`config.mk`:
```
export PLATFORM = sky130hd
export DESIGN_NAME = snd_regbank
export DESIGN_NICKNAME = d
export VERILOG_FILES = /design/src/rtl/snd_regbank_pkg.sv /design/src/rtl/snd_bank_decode.sv /design/src/rtl/snd_wave_ram.sv /design/src/rtl/snd_ctrl_regs.sv /design/src/rtl/snd_regbank.sv
export SDC_FILE = /design/constraint.sdc
export NUM_CORES = 2
export LEC_CHECK = 0
export ABC_AREA = 0
export BUFFER_PORTS_ARGS = -buffer_cell sky130_fd_sc_hd__buf_2
export CAP_MARGIN = 25
export CORE_MARGIN = 3
export CORE_UTILIZATION = 58
export CTS_CLUSTER_DIAMETER = 30
export DETAILED_ROUTE_END_ITERATION = 8
export GPL_ROUTABILITY_DRIVEN = 0
export PLACE_DENSITY = 0.72
export SLEW_MARGIN = 20
export SYNTH_ARGS = -nofsm -noshare
export SYNTH_HDL_FRONTEND = slang
export SYNTH_SLANG_ARGS = --single-unit
```
`constraint.sdc`:
```
create_clock -name clk -period 4.16 [get_ports clk]
set_input_delay 0.208 -clock clk [delete_from_list [all_inputs] [get_ports clk]]
set_output_delay 0.208 -clock clk [all_outputs]
set_load 0.05 [all_outputs]
```
`src/rtl/snd_regbank_pkg.sv`:
```
package snd_regbank_pkg;

   // fixed cartridge address map (upper five address bits)
   localparam logic [4:0] BANK_PAGE = 5'b10010;  // 9000h-97FFh
   localparam logic [4:0] WIN_PAGE  = 5'b10011;  // 9800h-9FFFh

   typedef enum logic [1:0] {
      RG_WAVE = 2'd0,
      RG_CTRL = 2'd1,
      RG_NONE = 2'd2,
      RG_TEST = 2'd3
   } region_e;

   function automatic region_e region_of(input logic [7:0] off);
      if (!off[7])              return RG_WAVE;
      else if (off[6:5] == 2'b00) return RG_CTRL;
      else if (off[6:5] == 2'b11) return RG_TEST;
      else                      return RG_NONE;
   endfunction

endpackage

```
`src/rtl/snd_bank_decode.sv`:
```
module snd_bank_decode
   import snd_regbank_pkg::*;
#(
   parameter int unsigned BANK_W   = 6,
   parameter logic [BANK_W-1:0] BANK_KEY = '1
) (
   input  logic              clk,
   input  logic              rst_n,
   input  logic              cs,
   input  logic              wr,
   input  logic [15:0]       addr,
   input  logic [7:0]        wdata,
   output logic [BANK_W-1:0] bank_q,
   output logic              win_hit,
   output logic [7:0]        off,
   output region_e           region
);

   logic bank_we;
   logic unused_bits;

   assign bank_we     = cs && wr && (addr[15:11] == BANK_PAGE);
   assign win_hit     = (bank_q == BANK_KEY) && (addr[15:11] == WIN_PAGE);
   assign off         = addr[7:0];
   assign region      = region_of(addr[7:0]);
   assign unused_bits = ^{addr[10:8], wdata[7:BANK_W]};

   always_ff @(posedge clk) begin
      if (!rst_n)       bank_q <= '0;
      else if (bank_we) bank_q <= wdata[BANK_W-1:0];
   end

endmodule

```
`src/rtl/snd_wave_ram.sv`:
```
module snd_wave_ram #(
   parameter int unsigned DEPTH = 128,
   parameter int unsigned AW    = $clog2(DEPTH)
) (
   input  logic          clk,
   input  logic          rst_n,
   input  logic          we,
   input  logic [AW-1:0] bus_addr,
   input  logic [7:0]    wdata,
   output logic [7:0]    bus_rdata,
   input  logic [AW-1:0] gen_addr,
   output logic [7:0]    gen_rdata
);

   logic [7:0] mem [DEPTH];

   always_ff @(posedge clk) begin
      if (!rst_n) begin
         for (int i = 0; i < int'(DEPTH); i++) mem[i] <= '0;
      end else if (we) begin
         mem[bus_addr] <= wdata;
      end
   end

   assign bus_rdata = mem[bus_addr];
   assign gen_rdata = mem[gen_addr];

endmodule

```
`src/rtl/snd_ctrl_regs.sv`:
```
module snd_ctrl_regs #(
   parameter int unsigned NUM_CH = 5,
   parameter int unsigned PER_W  = 12,
   parameter int unsigned VOL_W  = 4
) (
   input  logic                      clk,
   input  logic                      rst_n,
   input  logic                      ctrl_we,
   input  logic                      test_we,
   input  logic                      test_rd,
   input  logic [3:0]                idx,
   input  logic [7:0]                wdata,
   output logic [NUM_CH*PER_W-1:0]   period_o,
   output logic [NUM_CH-1:0]         period_wr,
   output logic [NUM_CH*VOL_W-1:0]   vol_o,
   output logic [NUM_CH-1:0]         enable_o,
   output logic [7:0]                test_o
);

   localparam int unsigned VOL_BASE = 2 * NUM_CH;
   localparam int unsigned EN_IDX   = 3 * NUM_CH;
   localparam int unsigned HI_W     = PER_W - 8;

   for (genvar c = 0; c < int'(NUM_CH); c++) begin : g_ch
      always_ff @(posedge clk) begin
         if (!rst_n) begin
            period_o[c*PER_W +: PER_W] <= '0;
            vol_o[c*VOL_W +: VOL_W]    <= '0;
            period_wr[c]               <= 1'b0;
         end else begin
            period_wr[c] <= 1'b0;
            if (ctrl_we && idx == 4'(2*c)) begin
               period_o[c*PER_W +: 8] <= wdata;
               period_wr[c]           <= 1'b1;
            end
            if (ctrl_we && idx == 4'(2*c+1)) begin
               period_o[c*PER_W+8 +: HI_W] <= wdata[HI_W-1:0];
               period_wr[c]                <= 1'b1;
            end
            if (ctrl_we && idx == 4'(VOL_BASE+c))
               vol_o[c*VOL_W +: VOL_W] <= wdata[VOL_W-1:0];
         end
      end
   end

   always_ff @(posedge clk) begin
      if (!rst_n) begin
         enable_o <= '0;
         test_o   <= '0;
      end else begin
         if (ctrl_we && idx == 4'(EN_IDX)) enable_o <= wdata[NUM_CH-1:0];
         if (test_rd)      test_o <= 8'hFF;
         else if (test_we) test_o <= wdata;
      end
   end

endmodule

```
`src/rtl/snd_regbank.sv`:
```
module snd_regbank
   import snd_regbank_pkg::*;
#(
   parameter int unsigned NUM_CH      = 5,
   parameter int unsigned PER_W       = 12,
   parameter int unsigned VOL_W       = 4,
   parameter int unsigned WAVE_TABLES = 4,
   parameter int unsigned WAVE_LEN    = 32,
   parameter int unsigned BANK_W      = 6,
   parameter logic [BANK_W-1:0] BANK_KEY = 6'h3F,
   parameter int unsigned WAVE_AW     = $clog2(WAVE_TABLES*WAVE_LEN)
) (
   input  logic                    clk,
   input  logic                    rst_n,
   input  logic                    cs,
   input  logic                    rd,
   input  logic                    wr,
   input  logic [15:0]             addr,
   input  logic [7:0]              wdata,
   output logic [7:0]              rdata,
   output logic                    rom_sel,
   input  logic [WAVE_AW-1:0]      gen_wave_addr,
   output logic [7:0]              gen_wave_data,
   output logic [NUM_CH*PER_W-1:0] period_o,
   output logic [NUM_CH-1:0]       period_wr,
   output logic [NUM_CH*VOL_W-1:0] vol_o,
   output logic [NUM_CH-1:0]       enable_o,
   output logic [7:0]              test_o
);

   localparam int unsigned WAVE_DEPTH = WAVE_TABLES * WAVE_LEN;

   initial begin
      if (WAVE_DEPTH != 128)
         $fatal(1, "waveform area must fill offsets 00h-7Fh");
      if (PER_W < 9 || PER_W > 16)
         $fatal(1, "period must span two bytes");
      if (3*NUM_CH + 1 > 16 || VOL_W > 8 || NUM_CH > 8)
         $fatal(1, "control registers exceed the 16-byte block");
      if (BANK_W > 8)
         $fatal(1, "bank register wider than the data bus");
   end

   logic [BANK_W-1:0] bank_q;
   logic              win_hit;
   logic [7:0]        off;
   region_e           region;
   logic [7:0]        wave_bus_rd;
   logic              acc_wr, acc_rd;

   snd_bank_decode #(.BANK_W(BANK_W), .BANK_KEY(BANK_KEY)) u_dec (
      .clk, .rst_n, .cs, .wr, .addr, .wdata,
      .bank_q, .win_hit, .off, .region
   );

   assign acc_wr = cs && wr && win_hit;
   assign acc_rd = cs && rd && win_hit;

   snd_wave_ram #(.DEPTH(WAVE_DEPTH), .AW(WAVE_AW)) u_wave (
      .clk, .rst_n,
      .we        (acc_wr && region == RG_WAVE),
      .bus_addr  (off[WAVE_AW-1:0]),
      .wdata,
      .bus_rdata (wave_bus_rd),
      .gen_addr  (gen_wave_addr),
      .gen_rdata (gen_wave_data)
   );

   snd_ctrl_regs #(.NUM_CH(NUM_CH), .PER_W(PER_W), .VOL_W(VOL_W)) u_ctrl (
      .clk, .rst_n,
      .ctrl_we  (acc_wr && region == RG_CTRL),
      .test_we  (acc_wr && region == RG_TEST),
      .test_rd  (acc_rd && region == RG_TEST),
      .idx      (off[3:0]),
      .wdata,
      .period_o, .period_wr, .vol_o, .enable_o, .test_o
   );

   assign rom_sel = cs && rd && !win_hit;

   always_ff @(posedge clk) begin
      if (!rst_n) begin
         rdata <= '0;
      end else if (cs && rd) begin
         if (!win_hit)               rdata <= 8'h00;
         else if (region == RG_WAVE) rdata <= wave_bus_rd;
         else                        rdata <= 8'hFF;
      end
   end

endmodule

```
==> impl_results.md <==
* Grt total ovfl at 0
* Drt wl/cell at approximately 32 microns
* 1st-iter DRT viols at 6,368
* Die area at around 110,000 sq um
* CP Class: flop to output pin
* M2 GR Usage at 54.5%
* Post-Place Cell Area at 63,200 sq um
* Number of synthesized register bits at ~1,100
* Maximum VDD drop at 0.000434 V
* Nets at 4,529
* Met3 usage at 13.1%
* CTS root buf: clkbuf_16
* GRT Total Usage at between 30% and 40%
* Worst min path class: input pin to flop
* Port bufs at 147
* Synthesized cell area at 60,000 sq um
* Synth area leaders: edfxtp_1, mux4_2, and2_1
* Fin crit share at 92.0%
* Starting Density at 58.7%
* Layout Utilization at a little over two thirds
* Top cell type's share of synthesized area at between 50% and 60%
* Sequential fraction of the synthesis area at 55.0%
* DR vias/cell at 6.78
* Clock Latency Late Sink at 820 ps
* Power Density at 501 nW/um^2
* Synth Area per Inst at between 10 and 15 sq um
* Main synth FF type: edfxtp_1
* Post-route cell area at 71,500 sq um
* Synth cell types at 61
* Worst reg-to-reg setup slack at 860 ps
* Critical Path End: gen_wave_data[6]
* CTS Sinks at 1,136
* Vias in the first global route at 40,400
* Number of cell rows at roughly 120
* Worst hold path stage count at 4
* Register-to-Register Path Depth at 9
* Worst Path Required at 3950 ps
* CP startpoint: u_wave.mem[25][6]
* Slew Viols, Final at 0
* Total CTS buffers at 234
* Max-cap viol count at 0
* Initial antenna violation count at 16
* First-pass DRT Iterations at 6
* Fin. Hold Viols at 0
* H-tree depth at 4
* DIE WIDTH at 328 microns
* Area added between synthesis and finish at 19.3%
* Dpl hpwl at 127 mm
* Worst Path Max Fanout at 2
* Worst-Margin Slew at 1080 ps
* Gates resized, CTS repair at 0
* Setup TNS at 0 ps
* Total power draw at about 0.036 W
* WL final at 194 mm
* Unrepaired setup endpoints after global routing: no
* Die height at 328 microns
* Deepest clock path buffer count at 3
* ANT nets after route at 0
* Final Critical Period at 3830 ps
* Synth warnings at 0
* Global-route wire length before repair at about 280 mm
* Synthesized netlist cell count at 4,241
* Share of layout cells above drive strength 1 at 28.9%
* Top-count cell post-synth: and2_1
* Worst EP arrival at 3620 ps
* Max Freq at about 260 MHz
* Filler cell count at around 6,700
* Top Usage Layer GRT: met2
* Via count at 41,100
* Drc violations at 0
* Postcts setup bufs at 0
* Crit end category: output pin
* Met1 usage at 46.8%
* Core area at 102,000 sq um
* Status: finished clean
* CP Launch Type: flop
* Mapped Nets at 4,281
* CTS clk-pin slew, worst paths at 50 ps
* Skew final at 79.1 ps
* Reg-to-reg startpoint: u_dec.bank_q[4]
* I/O pin cnt at 151
* Slew HR at 27.3%
* Final setup viols at 0
* Largest net degree at the start of global routing at about 150
* Cell taking the most area after synthesis: edfxtp_1
* Commonest cells post-synth: and2_1, edfxtp_1, mux4_2, clkbuf_1, nand2_1
* Pleak at 25.5 nW
* Worst hold margin at 37.2 ps
* Async SR Flop Fraction at 0%
* CTS tree: yes
* Number of synthesized flops with an enable pin at just over 1,000
* FF-to-FF End: u_wave.mem[17][2]
## power breakdown
group | switching, W | internal, W
combinational | 0.00195 | 0.00131
sequential | 0.000322 | 0.0130
clock | 0.00657 | 0.0127
total | 0.00884 | 0.0270
## per-layer routing
metal	up-vias	routed length, microns	part of all wire, %
met1	20700	66900	34
met5	-	67	0.035
li1	16700	-	-
met2	3056	88100	45
met3	632	27100	14
met4	10	11800	6.1
## what timing repair did
item	CTS	global route
endpoints found under the hold margin	69	0
setup endpoints to repair	0	0
hold buffers	4	0
## worst min-delay path by stage
stage,startpoint,end,slack (ps)
2_1_floorplan,addr[6],rdata[6],410
3_3_place_gp,u_ctrl.period_o[45],u_ctrl.period_o[45],450
3_5_place_dp,u_ctrl.period_o[15],u_ctrl.period_o[15],450
4_1_cts,wdata[5],u_ctrl.period_o[29],20
5_1_grt,wdata[5],u_ctrl.period_o[29],60
6_report,wdata[0],u_ctrl.period_o[20],40
## layout make-up
| cell class | instances | area, sq um | area share, % |
|---|---|---|---|
| diodes | 2 | 5.00 | 0.00700 |
| clock buffers | 257 | 5970 | 8.35 |
| clock inverters | 182 | 2310 | 3.23 |
| inverters | 7 | 26.3 | 0.0367 |
| multi-input cells | 2704 | 25400 | 35.5 |
| flip-flops and latches | 1136 | 33000 | 46.1 |
| well taps | 1368 | 1710 | 2.39 |
| repair buffers | 406 | 3140 | 4.38 |
## kinds of logic (layout without fill, tap and decap cells)
| family | after synthesis | count (layout) | synth area share [%] |
|---|---|---|---|
| adders and majority gates | 4 | 4 | 0.0835 |
| DFF | 1136 | 1136 | 55.0 |
| buffers and inverters | 401 | 852 | 2.77 |
| AOI/OAI and AO/OA | 430 | 430 | 4.77 |
| other | 0 | 2 | 0 |
| and+or+nand+nor | 1560 | 1560 | 14.6 |
| muxes | 710 | 710 | 22.8 |
## state kept, by name, summed over array words and instances, names as in the netlist
| signal | count |
|---|---|
| u_ctrl.test_o | 8 |
| rdata | 8 |
| u_wave.mem | 1024 |
| u_ctrl.enable_o | 5 |
| u_ctrl.vol_o | 20 |
| u_ctrl.period_o | 60 |
| u_dec.bank_q | 6 |
| u_ctrl.period_wr | 5 |
## critical path: stages, from the launching register on
cell and delay, ps:
edfxtp_1 420, mux4_2 530, mux4_2 580, mux4_2 600
mux2_2 410, buf_2 240
## per-stage QoR
| step | cells | setup slack, ps |
|---|---|---|
| after CTS | 6053 | 404 |
| after global placement | 5603 | 626 |
| after detailed placement | 5610 | 633 |
| final | 6062 | 334 |
| after floorplan | 4241 | 1140 |
| after global routing | 6060 | 318 |
## cells in the final DEF, fill, tap and decap left out, drive strengths merged, types with 6 or more instances in the layout
master	instances
o22ai	44
inv	30
nor3	13
o21ai	148
edfxtp	1024
a221oi	10
o221ai	28
a21oi	29
clkbuf	260
dfxtp	112
and4	6
a211o	17
nor2b	10
nor4	6
buf	399
mux2i	168
clkinv	89
nand4	6
nand2b	12
a2111oi	8
nand2	219
and2	1037
bufinv	37
nand3	68
clkinvlp	33
o311a	10
a211oi	14
a21boi	87
nor2	170
mux2	19
mux4	523
No activity file was read; power rests on OpenSTA's default activity.
